## config.mk

```make
export PLATFORM = sky130hd
export DESIGN_NAME = log2p_unit
export DESIGN_NICKNAME = d
export VERILOG_FILES = /design/src/rtl/log2p_pkg.sv /design/src/rtl/log2p_smear.sv /design/src/rtl/log2p_popcnt.sv /design/src/rtl/log2p_clz.sv /design/src/rtl/log2p_step.sv /design/src/rtl/log2p_unit.sv
export SDC_FILE = /design/constraint.sdc
export NUM_CORES = 1
export LEC_CHECK = 0
export ABC_CLOCK_PERIOD_IN_PS = 6400
export BUFFER_PORTS_ARGS = -buffer_cell sky130_fd_sc_hd__buf_4
export CAP_MARGIN = 20
export CORE_MARGIN = 8
export CORE_UTILIZATION = 45
export DETAILED_ROUTE_END_ITERATION = 6
export SETUP_SLACK_MARGIN = 0.5
export SLEW_MARGIN = 20
export SYNTH_ARGS = -nofsm -noshare
export SYNTH_HDL_FRONTEND = slang
export SYNTH_SLANG_ARGS = --single-unit
```

## constraint.sdc

```tcl
create_clock -name clk -period 6.4 [get_ports clk]
set_input_delay 0 -clock clk [delete_from_list [all_inputs] [get_ports clk]]
set_output_delay 0 -clock clk [all_outputs]
set_load 0.005 [all_outputs]
```

## src/rtl/log2p_pkg.sv

```systemverilog
package log2p_pkg;

   typedef enum logic [0:0] {
      ST_IDLE = 1'b0,
      ST_LOOP = 1'b1
   } log2p_state_e;

   localparam int CLZ_SWAR = 0;
   localparam int CLZ_SCAN = 1;

endpackage

```

## src/rtl/log2p_smear.sv

```systemverilog
module log2p_smear #(
   parameter int W = 64
) (
   input  logic [W-1:0] in_i,
   output logic [W-1:0] out_o
);
   localparam int STAGES = $clog2(W);

   logic [W-1:0] st [0:STAGES];

   assign st[0] = in_i;

   // Each stage doubles the span of ones copied below the top set bit.
   for (genvar s = 0; s < STAGES; s++) begin : g_stage
      assign st[s+1] = st[s] | (st[s] >> (1 << s));
   end

   assign out_o = st[STAGES];
endmodule

```

## src/rtl/log2p_popcnt.sv

```systemverilog
module log2p_popcnt #(
   parameter int W     = 64,
   parameter int OUT_W = 7
) (
   input  logic [W-1:0]     in_i,
   output logic [OUT_W-1:0] cnt_o
);
   localparam int STAGES = $clog2(W);

   if (W < 8 || W > 128 || (1 << STAGES) != W) begin : g_bad_w
      $error("log2p_popcnt: W must be a power of two from 8 to 128");
   end

   // Mask keeping the low half of every field of width 2^(s+1).
   function automatic logic [W-1:0] field_mask(int s);
      logic [W-1:0] m;
      m = '0;
      for (int i = 0; i < W; i++) begin
         if ((i % (2 << s)) < (1 << s)) m[i] = 1'b1;
      end
      return m;
   endfunction

   logic [W-1:0] st [0:STAGES];

   assign st[0] = in_i;

   for (genvar s = 0; s < STAGES; s++) begin : g_stage
      localparam logic [W-1:0] M = field_mask(s);
      if (s == 0) begin : g_pairs
         assign st[s+1] = st[s] - ((st[s] >> 1) & M);
      end else if (s == 1) begin : g_nibbles
         assign st[s+1] = ((st[s] >> 2) & M) + (st[s] & M);
      end else if (s == 2) begin : g_bytes
         assign st[s+1] = (st[s] + (st[s] >> 4)) & M;
      end else begin : g_accum
         // The low byte never exceeds W, so no carry leaks upward into it.
         assign st[s+1] = st[s] + (st[s] >> (1 << s));
      end
   end

   assign cnt_o = st[STAGES][OUT_W-1:0];
endmodule

```

## src/rtl/log2p_clz.sv

```systemverilog
module log2p_clz #(
   parameter int W     = 64,
   parameter int OUT_W = 7,
   parameter int IMPL  = log2p_pkg::CLZ_SWAR
) (
   input  logic [W-1:0]     in_i,
   output logic [OUT_W-1:0] clz_o
);
   localparam logic [OUT_W-1:0] FULL = OUT_W'(W);

   if (IMPL == log2p_pkg::CLZ_SWAR) begin : g_swar
      logic [W-1:0]     smeared;
      logic [OUT_W-1:0] ones;

      log2p_smear #(.W(W)) u_smear (
         .in_i  (in_i),
         .out_o (smeared)
      );

      log2p_popcnt #(.W(W), .OUT_W(OUT_W)) u_pop (
         .in_i  (smeared),
         .cnt_o (ones)
      );

      assign clz_o = FULL - ones;
   end else begin : g_scan
      always_comb begin
         clz_o = FULL;
         for (int i = 0; i < W; i++) begin
            if (in_i[i]) clz_o = OUT_W'(W - 1 - i);
         end
      end
   end
endmodule

```

## src/rtl/log2p_step.sv

```systemverilog
module log2p_step #(
   parameter int WORK_W = 8
) (
   input  logic [WORK_W-1:0] work_i,
   input  logic [WORK_W-1:0] sub_i,
   output logic [WORK_W-1:0] next_o,
   output logic              more_o
);
   assign next_o = work_i - sub_i;
   // Two's complement: the top bit marks a negative working value.
   assign more_o = !next_o[WORK_W-1] && (next_o != '0);
endmodule

```

## src/rtl/log2p_unit.sv

```systemverilog
module log2p_unit #(
   parameter int DATA_W   = 64,
   parameter int EXP_W    = 3,
   parameter int CLZ_IMPL = log2p_pkg::CLZ_SWAR
) (
   input  logic                        clk,
   input  logic                        rst_n,
   input  logic                        start_i,
   input  logic [DATA_W-1:0]           operand_i,
   input  logic [EXP_W-1:0]            exp_i,
   output logic                        ready_o,
   output logic                        done_o,
   output logic                        err_o,
   output logic [$clog2(DATA_W):0]     result_o,
   output logic [$clog2(DATA_W):0]     clz_o
);
   import log2p_pkg::*;

   localparam int RES_W  = $clog2(DATA_W) + 1;
   localparam int WORK_W = RES_W + 1;
   localparam logic [RES_W-1:0] FULL = RES_W'(DATA_W);

   if (EXP_W < 3 || EXP_W >= RES_W) begin : g_bad_exp
      $error("log2p_unit: EXP_W must reach p=4 and stay below RES_W");
   end
   if (CLZ_IMPL != CLZ_SWAR && CLZ_IMPL != CLZ_SCAN) begin : g_bad_impl
      $error("log2p_unit: unknown CLZ_IMPL");
   end

   log2p_state_e      state_q;
   logic [WORK_W-1:0] work_q;
   logic [WORK_W-1:0] sub_q;
   logic [RES_W-1:0]  cnt_q;
   logic [RES_W-1:0]  clz_hold_q;
   logic [RES_W-1:0]  clz_w;
   logic [WORK_W-1:0] next_w;
   logic              more_w;
   logic              accept;

   log2p_clz #(.W(DATA_W), .OUT_W(RES_W), .IMPL(CLZ_IMPL)) u_clz (
      .in_i  (operand_i),
      .clz_o (clz_w)
   );

   log2p_step #(.WORK_W(WORK_W)) u_step (
      .work_i (work_q),
      .sub_i  (sub_q),
      .next_o (next_w),
      .more_o (more_w)
   );

   assign ready_o = (state_q == ST_IDLE);
   assign accept  = start_i && ready_o;

   always_ff @(posedge clk or negedge rst_n) begin
      if (!rst_n) begin
         state_q    <= ST_IDLE;
         work_q     <= '0;
         sub_q      <= '0;
         cnt_q      <= '0;
         clz_hold_q <= '0;
         done_o     <= 1'b0;
         err_o      <= 1'b0;
         result_o   <= '0;
         clz_o      <= '0;
      end else begin
         done_o <= 1'b0;
         unique case (state_q)
            ST_IDLE: begin
               if (accept) begin
                  if (exp_i == '0) begin
                     done_o   <= 1'b1;
                     err_o    <= 1'b1;
                     result_o <= '0;
                     clz_o    <= clz_w;
                  end else if (clz_w == FULL) begin
                     done_o   <= 1'b1;
                     err_o    <= 1'b0;
                     result_o <= '0;
                     clz_o    <= FULL;
                  end else begin
                     state_q    <= ST_LOOP;
                     work_q     <= {1'b0, FULL - clz_w};
                     sub_q      <= WORK_W'(exp_i);
                     cnt_q      <= '0;
                     clz_hold_q <= clz_w;
                  end
               end
            end
            ST_LOOP: begin
               if (more_w) begin
                  work_q <= next_w;
                  cnt_q  <= cnt_q + RES_W'(1);
               end else begin
                  state_q  <= ST_IDLE;
                  done_o   <= 1'b1;
                  err_o    <= 1'b0;
                  result_o <= cnt_q;
                  clz_o    <= clz_hold_q;
               end
            end
            default: state_q <= ST_IDLE;
         endcase
      end
   end
endmodule

```

### Yosys cells after proc, flatten, opt, wreduce, memory -nomap -nowiden

Index checks and enable logic that the tools add are counted.

* $add $sub $neg: 10
* eq/ne operators: 7
* multiplexer cells: 35
* bitwise logic cells: 9
* reductions and logical operators: 8

Operator list (number)
* 7-bit two-way mux: 12
* 64-bit by 32-bit bitwise OR with 64-bit output: 1
* 64-bit by 48-bit bitwise OR with 64-bit output: 1
* 64-bit by 56-bit bitwise OR with 64-bit output: 1
* 64-bit by 60-bit bitwise OR with 64-bit output: 1
* 64-bit by 62-bit bitwise OR with 64-bit output: 1
* 64-bit by 63-bit bitwise OR with 64-bit output: 1
* 64-bit by 63-bit subtractor with 64-bit output: 1
* 62-bit by 62-bit adder with 63-bit output: 1
* 60-bit by 59-bit adder with 60-bit output: 1
* 52-bit by 52-bit adder with 53-bit output: 1
* 7-bit one-hot mux with 2 select lines: 3
* 39-bit adder: 1
* 8-bit two-way mux: 4
* 8-bit one-hot mux with 2 select lines: 1
* 7-bit subtractor, first input constant: 2
* 1-bit two-way mux: 12
* 4-bit AND reduction: 2
* 8-bit nonzero test: 1
* 8-bit by 3-bit subtractor with 8-bit output: 1
* 7-bit by 1-bit adder with 7-bit output, second input constant: 1
* 7-bit adder: 1
* 7-bit == test, second input constant: 1
* 2-bit inequality test, second input constant: 3
* other kinds (8): 14

* bits in registers: 42
* bits of input ports: 70
* output and inout bits: 17
* logic and storage cells: 78

### Depth between registers and ports, before layout

Gate-level depths: netlist of run 1.

* depth after elaboration: 18
* gate-level depth with buffers: 56
* depth with buffers taken out: 53

### Modules after synthesis

A second synthesis of run 1 with hierarchy kept.

* cell total of the unflattened synthesis: 1122
* area total of the unflattened synthesis: 9128.8 um^2

By module, submodules not included
* log2p_popcnt: instances 1, cells an instance 749, area each 5839.4 um^2, seq. area each 0.0 um^2
* log2p_unit: instances 1, cells an instance 189, area each 2045.7 um^2, seq. area each 1051.0 um^2
* log2p_smear: instances 1, cells an instance 119, area each 742.0 um^2, seq. area each 0.0 um^2
* log2p_step: instances 1, cells an instance 51, area each 400.4 um^2, seq. area each 0.0 um^2
* log2p_clz: instances 1, cells an instance 14, area each 101.3 um^2, seq. area each 0.0 um^2

### Worst setup path after synthesis of run 1

No wires, ideal clock.

* path type: input -> register
* start point: input port operand_i[45]
* end point: register work_q[4]
* setup time: 150 ps
* arrival: 10467 ps
* required time: 6250 ps
* path slack: -4217 ps
* cell stages on the path: 49
* path buffers: 2
* cells stage by stage: or4_4 or4_1 or4_4 buf_6 inv_2 nand2_2 inv_2 nand2_2 inv_1 nand2_1 or3_4 or4_4 inv_2 ha_1 nand2b_1 a21o_1 a21bo_2 a2111oi_0 (+13 left out) fa_1 a21o_1 a21oi_1 xor2_1 ha_1 ha_1 inv_1 o21bai_1 a21oi_1 xnor2_1 o32ai_1 nor3b_1 nor2_1 inv_1 clkbuf_1 nand3_1 o21ai_0 a221oi_1

* longest elaborated chain between the ends: 18
* elaborated cells between the ends (all ways): 21
* classes of those cells: add/sub (8); eq/ne (2); mux (4); bitwise (6); reduce/logical (1)

Ends and longest elaborated chain
* start: declaration: RTL line log2p_unit.sv:9 `input logic [DATA_W-1:0] operand_i,`
* 64-bit by 63-bit bitwise OR with 64-bit output *: RTL line log2p_smear.sv:15 `assign st[s+1] = st[s] | (st[s] >> (1 << s));`
* 64-bit by 62-bit bitwise OR with 64-bit output *: RTL line log2p_smear.sv:15
* 64-bit by 60-bit bitwise OR with 64-bit output *: RTL line log2p_smear.sv:15
* 64-bit by 56-bit bitwise OR with 64-bit output *: RTL line log2p_smear.sv:15
* 64-bit by 48-bit bitwise OR with 64-bit output *: RTL line log2p_smear.sv:15
* 64-bit by 32-bit bitwise OR with 64-bit output *: RTL line log2p_smear.sv:15
* 64-bit by 63-bit subtractor with 64-bit output *: RTL line log2p_popcnt.sv:31 `assign st[s+1] = st[s] - ((st[s] >> 1) & M);`
* 62-bit by 62-bit adder with 63-bit output *: RTL line log2p_popcnt.sv:33 `assign st[s+1] = ((st[s] >> 2) & M) + (st[s] & M);`
* (+2 left out)
* 39-bit adder *: RTL line log2p_popcnt.sv:38 `assign st[s+1] = st[s] + (st[s] >> (1 << s));`
* 7-bit adder *: RTL line log2p_popcnt.sv:38
* 7-bit subtractor *: RTL line log2p_clz.sv:25 `assign clz_o = FULL - ones;`
* 7-bit subtractor: RTL line log2p_unit.sv:83 `work_q <= {1'b0, FULL - clz_w};`
* 8-bit two-way mux: RTL line log2p_unit.sv:76 `end else if (clz_w == FULL) begin`
* 8-bit two-way mux: RTL line log2p_unit.sv:71 `if (exp_i == '0) begin`
* 8-bit two-way mux: RTL line log2p_unit.sv:70 `if (accept) begin`
* 8-bit one-hot mux with 2 select lines: RTL line log2p_unit.sv:68 `unique case (state_q)`
* end signal: assignment: RTL line log2p_unit.sv:83
* end signal: assignment: RTL line log2p_unit.sv:92 `work_q <= next_w;`
* end: declaration: RTL line log2p_unit.sv:31 `logic [WORK_W-1:0] work_q;`

Every way passes the cells marked *; elsewhere a longest branch is shown, timed or not. The select of a mux whose other input is x is not followed.
A chain may end at the register's enable or synchronous reset.

### Final worst setup path of run 1

* start point: input port operand_i[48]
* end point: register work_q[3]

The elaborated chain is that of the path after synthesis.

==> summary.md, run 1 <==
| Metric | Value |
|---|---|
| Final worst path period share | `1.54` |
| Syn avg cell area | `7.90 sq um` |
| CP required | `6570 ps` |
| DRC viols | `0` |
| Crit-path slowest cell | `fa_1` |
| Final setup viols | `42` |
| Syn Inst Count | `1,150` |
| GR Util All Layers | `0.233` |
| Clock Tree Buf Depth | `2` |
| Top-area cell type share of the netlist area | `0.229` |
| Area leader, netlist | `ha_1` |
| Slew HR | `0.331` |
| Status | `complete, but fails checks` |
| Area Growth Syn to Fin | `51.9%` |
| Min Tclk post-route | `9840 ps` |
| Most used flip-flop cell after synthesis | `dfrtp_1` |
| Worst skew pair latency | `290 ps` |
| Core ar. | `20,000 sq um` |
| TritonCTS sink count | `42` |
| Metal3 WL | `1160 microns` |
| Max-Cap Viols | `0` |
| DR top layer | `met4` |
| Routed wl met2 | `14,500 microns` |
| Yosys warns | `0` |
| Cts bufs inserted | `5` |
| Worst hold start | `start_i` |
| Final Skew | `3.87 ps` |
| Hold path depth | `3` |
| Routed wire per std cell | `15.3 microns` |
| PortBufs | `86` |
| Synth cell types | `81` |
| Cell with the most instances after synthesis | `ha_1` |
| Initial Util | `0.453` |
| Setup CP Type | `in2reg` |
| FF-to-FF path depth | `14` |
| Worst Hold Class | `in2reg` |
| Vias in the first global route | `10,300` |
| Startpoint Class | `input port` |
| Gr ovfl total | `0` |
| Placed instance area | `12,900 sq um` |
| Die area | `25,000 sq um` |
| Max frequency | `102 MHz` |
| Pre-Repair DR Iteration Count | `5` |
| Vias/cell | `5.33` |
| Layout cells sized above 1 | `0.384` |
| Post-route cell area | `13,800 sq um` |
| Clk pin slew, worst setup/hold paths | `60 ps` |
| Final GP Congestion | `0.937` |
| Worst Hold End | `err_o$_DFFE_PN0P_` |
| Crit path capture type | `flop` |
| Worst EP arrival | `10,010 ps` |
| Ant diodes | `0` |
| Worst path most repeated cell | `or4_4` |
| Least-Margin Pin Slew | `1000 ps` |
| Post-synth ARST share | `1.00` |
| Final HPWL DP | `24,200 microns` |
| PnR worst setup slack | `-3440 ps` |
| EDFF count, synth | `0` |
| Largest net degree at the start of global routing | `43` |
| Pleak | `7.02 nW` |
| PwrDens | `135 nW/um^2` |
| Ports | `87` |
| Flops & latches, synth | `42` |
| Die Height | `158 microns` |
| Worst vdd ir | `0.000152 V` |
| Wirelength, routed | `29,100 microns` |
| Die Wd | `158 microns` |
| Dominant cells by area after synthesis | `ha_1, dfrtp_1, fa_1` |
| Post-Place Worst Slack | `-4060 ps` |
| Crit Path Max Fanout | `5` |
| DRT iter0 DRCs | `589` |
| Reg-to-Reg Start | `sub_q[1]$_DFFE_PN0P_` |
| Post-route ant nets | `0` |
| Layout Nets | `1,904` |
| H-tree levels | `2` |
| Sequential share of the synthesized area | `0.116` |
| Reg2reg end | `result_o[2]$_DFFE_PN0P_` |
| Placement row count | `52` |
| Top cells by count, synth | `ha_1, inv_1, nor2_1` |
| Worst R2R Setup Slack | `2730 ps` |
| Metal1 wirelength | `12,800 microns` |
| Violated checks | `negative setup slack` |
| Final Max Slew Viols | `0` |
| CTS root buf | `clkbuf_16` |
| First-pass GRT wire length | `47,800 microns` |
| Antenna violations before repair | `0` |
| Mapped cell area | `9080 sq um` |
| Vias | `10,200` |
| Hold Vio Cnt, Final | `0` |
| RSZ-0062 raised after global routing | `true` |
| Syn nets | `1,418` |
| Slowest Stage Delay on Critical Path | `580 ps` |
| TritonCTS clock tree | `done` |
## worst max-delay path by stage
stage	slack (ps)	endpoint	from	depth (start not counted)
2_1_floorplan	-3450	work_q[4]$_DFFE_PN0P_	operand_i[45]	50
3_3_place_gp	-3760	clz_hold_q[4]$_DFFE_PN0P_	operand_i[45]	45
3_5_place_dp	-4060	work_q[4]$_DFFE_PN0P_	operand_i[45]	47
4_1_cts	-3340	work_q[6]$_DFFE_PN0P_	operand_i[48]	49
5_1_grt	-3860	work_q[6]$_DFFE_PN0P_	operand_i[48]	50
6_report	-3440	work_q[3]$_DFFE_PN0P_	operand_i[48]	48
## per-layer routing
metal,vias to the layer above,GRT usage
met5,-,0
met4,0,0.0575
met3,57,0.0202
met2,231,0.426
met1,4768,0.290
li1,5104,-
## critical path: cells and delay by family
kind | cells | cell delay (ps)
compound gates | 10 | 2000
xor+xnor | 4 | 690
fa+ha+maj | 7 | 2670
buf+inv | 10 | 930
simple gates | 17 | 3680
## layout make-up
| class | count | area, sq um |
|---|---|---|
| clock buffers | 5 | 125 |
| fillers | 1732 | 6240 |
| inverters | 127 | 494 |
| multi-input cells | 962 | 7920 |
| well taps | 270 | 338 |
| clock inverters | 3 | 43.8 |
| flip-flops and latches | 42 | 1050 |
| repair buffers | 498 | 3830 |
## kinds of logic after synthesis
group / count (synthesis) / synth area share
and+or+nand+nor: 399 / 0.228
AOI/OAI and AO/OA: 269 / 0.201
adders and majority gates: 198 / 0.299
buffers and inverters: 146 / 0.0617
xor gates and xnor gates: 87 / 0.0839
DFF: 42 / 0.116
muxes: 9 / 0.0106
## flip-flops by register name, summed over array words and instances, names as in the netlist
signal,flops
err_o,1
result_o,7
work_q,8
cnt_q,7
clz_hold_q,7
done_o,1
state_q,1
sub_q,3
clz_o,7
## cells in the final DEF (no fill, tap or decap), types with 11 or more instances in the layout
| cell type | netlist | routed |
|---|---|---|
| xor2_1 | 29 | 29 |
| a21oi_1 | 61 | 51 |
| or2_2 | 11 | 11 |
| inv_1 | 121 | 113 |
| or3_1 | 17 | 17 |
| xnor2_1 | 58 | 51 |
| nand3_1 | 28 | 27 |
| nor4_1 | 23 | 22 |
| nand2_1 | 82 | 75 |
| o21ai_0 | 53 | 44 |
| ha_1 | 166 | 155 |
| nor2_1 | 102 | 95 |
| nand4_1 | 20 | 20 |
| a21o_1 | 35 | 35 |
| dfrtp_1 | 42 | 42 |
| nor3_1 | 44 | 41 |
| buf_4 | 1 | 481 |
| a31oi_1 | 15 | 12 |
| fa_1 | 32 | 28 |
## what timing repair did
action | 4_1_cts | 5_1_grt
endpoints found under the hold margin | 45 | 0
buffers inserted | 28 | 9
setup endpoints to repair | 42 | 42
gates cloned | 1 | 0
pin swaps | 44 | 20
resized for setup | 52 | 34
hold buffers | 4 | 0
## per-stage QoR
stage | TNS (ps) | cells | power, mW | hold WS, ps | utilization
6_report | -140290 | 1907 | 1.86 | 18.6 | 0.689
4_1_cts | -136060 | 1898 | 1.74 | 4.03 | 0.678
3_5_place_dp | -163270 | 1857 | 1.33 | 16.8 | 0.645
2_1_floorplan | -134670 | 1150 | 0.985 | -296 | -
3_3_place_gp | -153460 | 1857 | 1.31 | 18.9 | 0.645
5_1_grt | -157060 | 1907 | 1.99 | 34.3 | 0.689
## where the power goes
part	switching [mW]	leakage, nW	internal [mW]
registers	0.108	0.526	0.380
clock network	0.104	0.0842	0.185
logic	0.507	6.41	0.576
Power figures use the tool's default switching activity.
==> inputs of run 2 (changes only) <==
Settings changed: CTS_BUF_LIST set to sky130_fd_sc_hd__clkbuf_4.
==> run 2 against run 1 <==
The flow still finishes with violations (negative setup slack). Critical path depth shrank 2. Worst setup slack lost 17 ps. Die area is the same. Cell count grew 0.58%. Hold slack gained 130 ps. Clock skew grew 8.3 ps. Core utilization shrank 0.12 points. Clock power shrank 39%. Critical endpoint is now work_q[4]$_DFFE_PN0P_.
==> summary.md, run 2 (synthesized netlist as in run 1, its figures left out) <==
| Metric | Value |
|---|---|
| Status | `complete, but fails checks` |
| Violated checks | `negative setup slack` |
| Most common cell after layout, fill and taps aside | `buf_4` |
| Max FFs per register | `8` |
| Crit-path slowest cell | `fa_1` |
| RSZ-0062 raised after global routing | `true` |
| First-pass GRT wire length | `47,800 microns` |
| Largest net degree at the start of global routing | `43` |
| Switching Share | `0.402` |
| Reg area | `1050 sq um` |
| Least-Margin Pin Slew | `1040 ps` |
| Routed wire per std cell | `15.0 microns` |
| Ant diodes | `0` |
| TritonCTS sink count | `42` |
| Min Tclk post-route | `9850 ps` |
| CTS root buf | `clkbuf_4` |
| GR Util All Layers | `0.232` |
| Max frequency | `101 MHz` |
| DRT iter0 DRCs | `568` |
| Internal | `0.997 mW` |
| Placement row count | `52` |
| Gr ovfl total | `0` |
| Crit Path Max Fanout | `5` |
| Vias in the first global route | `10,400` |
| Antenna violations before repair | `0` |
| Ports | `87` |
| Layout Nets | `1,915` |
| Setup CP Type | `in2reg` |
| Final Max Slew Viols | `0` |
| Pre-Repair DR Iteration Count | `5` |
| Comb power frac | `0.606` |
| DRC viols | `0` |
| PnR worst setup slack | `-3450 ps` |
| Filler cell count | `1,744` |
| Final Skew | `12.2 ps` |
| Area Growth Syn to Fin | `51.7%` |
| Core ar. | `20,000 sq um` |
| Die Height | `158 microns` |
| Layout cells sized above 1 | `0.387` |
| Worst vdd ir | `0.000148 V` |
| Crit path capture type | `flop` |
| Slowest Stage Delay on Critical Path | `590 ps` |
| Vias | `10,200` |
| Worst skew pair latency | `350 ps` |
| Clk pin slew, worst setup/hold paths | `140 ps` |
| Die area | `25,000 sq um` |
| Cts bufs inserted | `5` |
| Final setup viols | `42` |
| Slew HR | `0.305` |
| Post-route cell area | `13,800 sq um` |
| Most frequent cells in the layout | `buf_4, ha_1, inv_1` |
| Clock network power share | `0.106` |
| Worst path top cell family by delay | `simple AND/OR/NAND/NOR gates` |
| Worst Hold Class | `in2async` |
| Final GP Congestion | `0.937` |
| NetSw | `0.672 mW` |
| Vias/cell | `5.30` |
| Wirelength, routed | `28,800 microns` |
| Initial Util | `0.453` |
| Largest Register | `work_q` |
| Die Wd | `158 microns` |
| Post-route ant nets | `0` |
| Startpoint Class | `input port` |
| Final worst path period share | `1.54` |
| PortBufs | `86` |
| Placed instance area | `12,900 sq um` |
| Power share of the sequential group | `0.289` |
| Worst EP arrival | `10,090 ps` |
| Final HPWL DP | `24,200 microns` |
| Crit path buffers/inverters | `9` |
| TritonCTS clock tree | `done` |
| Multi-input logic area | `7900 sq um` |
| Clock Tree Buf Depth | `2` |
| H-tree levels | `2` |
| Min Hold Slack | `147 ps` |
| Max-Cap Viols | `0` |
| Worst R2R Setup Slack | `2740 ps` |
| PwrDens | `121 nW/um^2` |
| Hold Vio Cnt, Final | `0` |
| CP required | `6640 ps` |
| Pleak | `7.00 nW` |
[run 2: cell type report]
cell class | instances | area share
multi-input combinational | 962 | 0.573
timing repair buffer | 509 | 0.284
sequential | 42 | 0.0763
inverter | 127 | 0.0359
tap | 270 | 0.0245
clock inverter | 3 | 0.00318
clock buffer | 5 | 0.00272
[run 2: timing repair]
action / 4_1_cts / 5_1_grt
hold buffers: 5 / 0
pin swaps: 38 / 20
cloned: 0 / 1
buffers inserted: 43 / 4
hold endpoints to repair: 46 / 0
resized for setup: 51 / 38
endpoints found under the setup margin: 42 / 42
[run 2: through the flow]
| stage | cells | setup TNS, ps | util | power, mW | worst slack, ps |
|---|---|---|---|---|---|
| finish | 1918 | -137630 | 0.688 | 1.67 | -3450 |
| global route | 1918 | -152150 | 0.688 | 1.80 | -3830 |
| CTS | 1913 | -131550 | 0.677 | 1.60 | -3240 |
| detailed placement | 1857 | -163270 | 0.645 | 1.33 | -4060 |
| global placement | 1857 | -153460 | 0.645 | 1.31 | -3760 |
| floorplan | 1150 | -134670 | - | 0.985 | -3450 |
[run 2: worst reg2reg max path, cell delays in order, from the launching register on]
cell,delay [ps]
dfrtp_1,420
inv_1,70
ha_1,280
nor2b_1,140
o21a_1,180
or3_1,340
or2_2,300
a21oi_1,130
o22ai_1,130
nor2_1,800
a31oi_1,130
buf_4,220
buf_6,130
a221o_1,290
[run 2: path summary, 6_finish.rpt]
| check | from | to | cells past startpoint |
|---|---|---|---|
| worst max register to register | sub_q[1]$_DFFE_PN0P_ | clz_o[3]$_DFFE_PN0P_ | 13 |
| min in group clk | exp_i[2] | sub_q[2]$_DFFE_PN0P_ | 4 |
| worst min register to register | result_o[1]$_DFFE_PN0P_ | result_o[1]$_DFFE_PN0P_ | 1 |
| worst min-delay path | rst_n | sub_q[1]$_DFFE_PN0P_ | 2 |
| worst max-delay path | operand_i[48] | work_q[4]$_DFFE_PN0P_ | 46 |
| max in group asynchronous | rst_n | clz_o[1]$_DFFE_PN0P_ | 2 |
[run 2: per-layer routing]
metal	wire length (microns)	track usage	part of all wire	up-vias
met2	14300	0.424	0.50	218
met1	12800	0.290	0.44	4770
met5	0	0	0	-
met4	567	0.0521	0.020	0
li1	-	-	-	5127
met3	1200	0.0191	0.041	45
[run 2: power by group through the flow]
stage          sequential (mW)  combinational, mW  clock [mW]
4_1_cts                  0.475              0.947       0.179
5_1_grt                  0.497               1.11       0.192
3_5_place_dp             0.479              0.856           0
2_1_floorplan            0.454              0.531           0
3_3_place_gp             0.476              0.838           0
6_report                 0.482               1.01       0.176
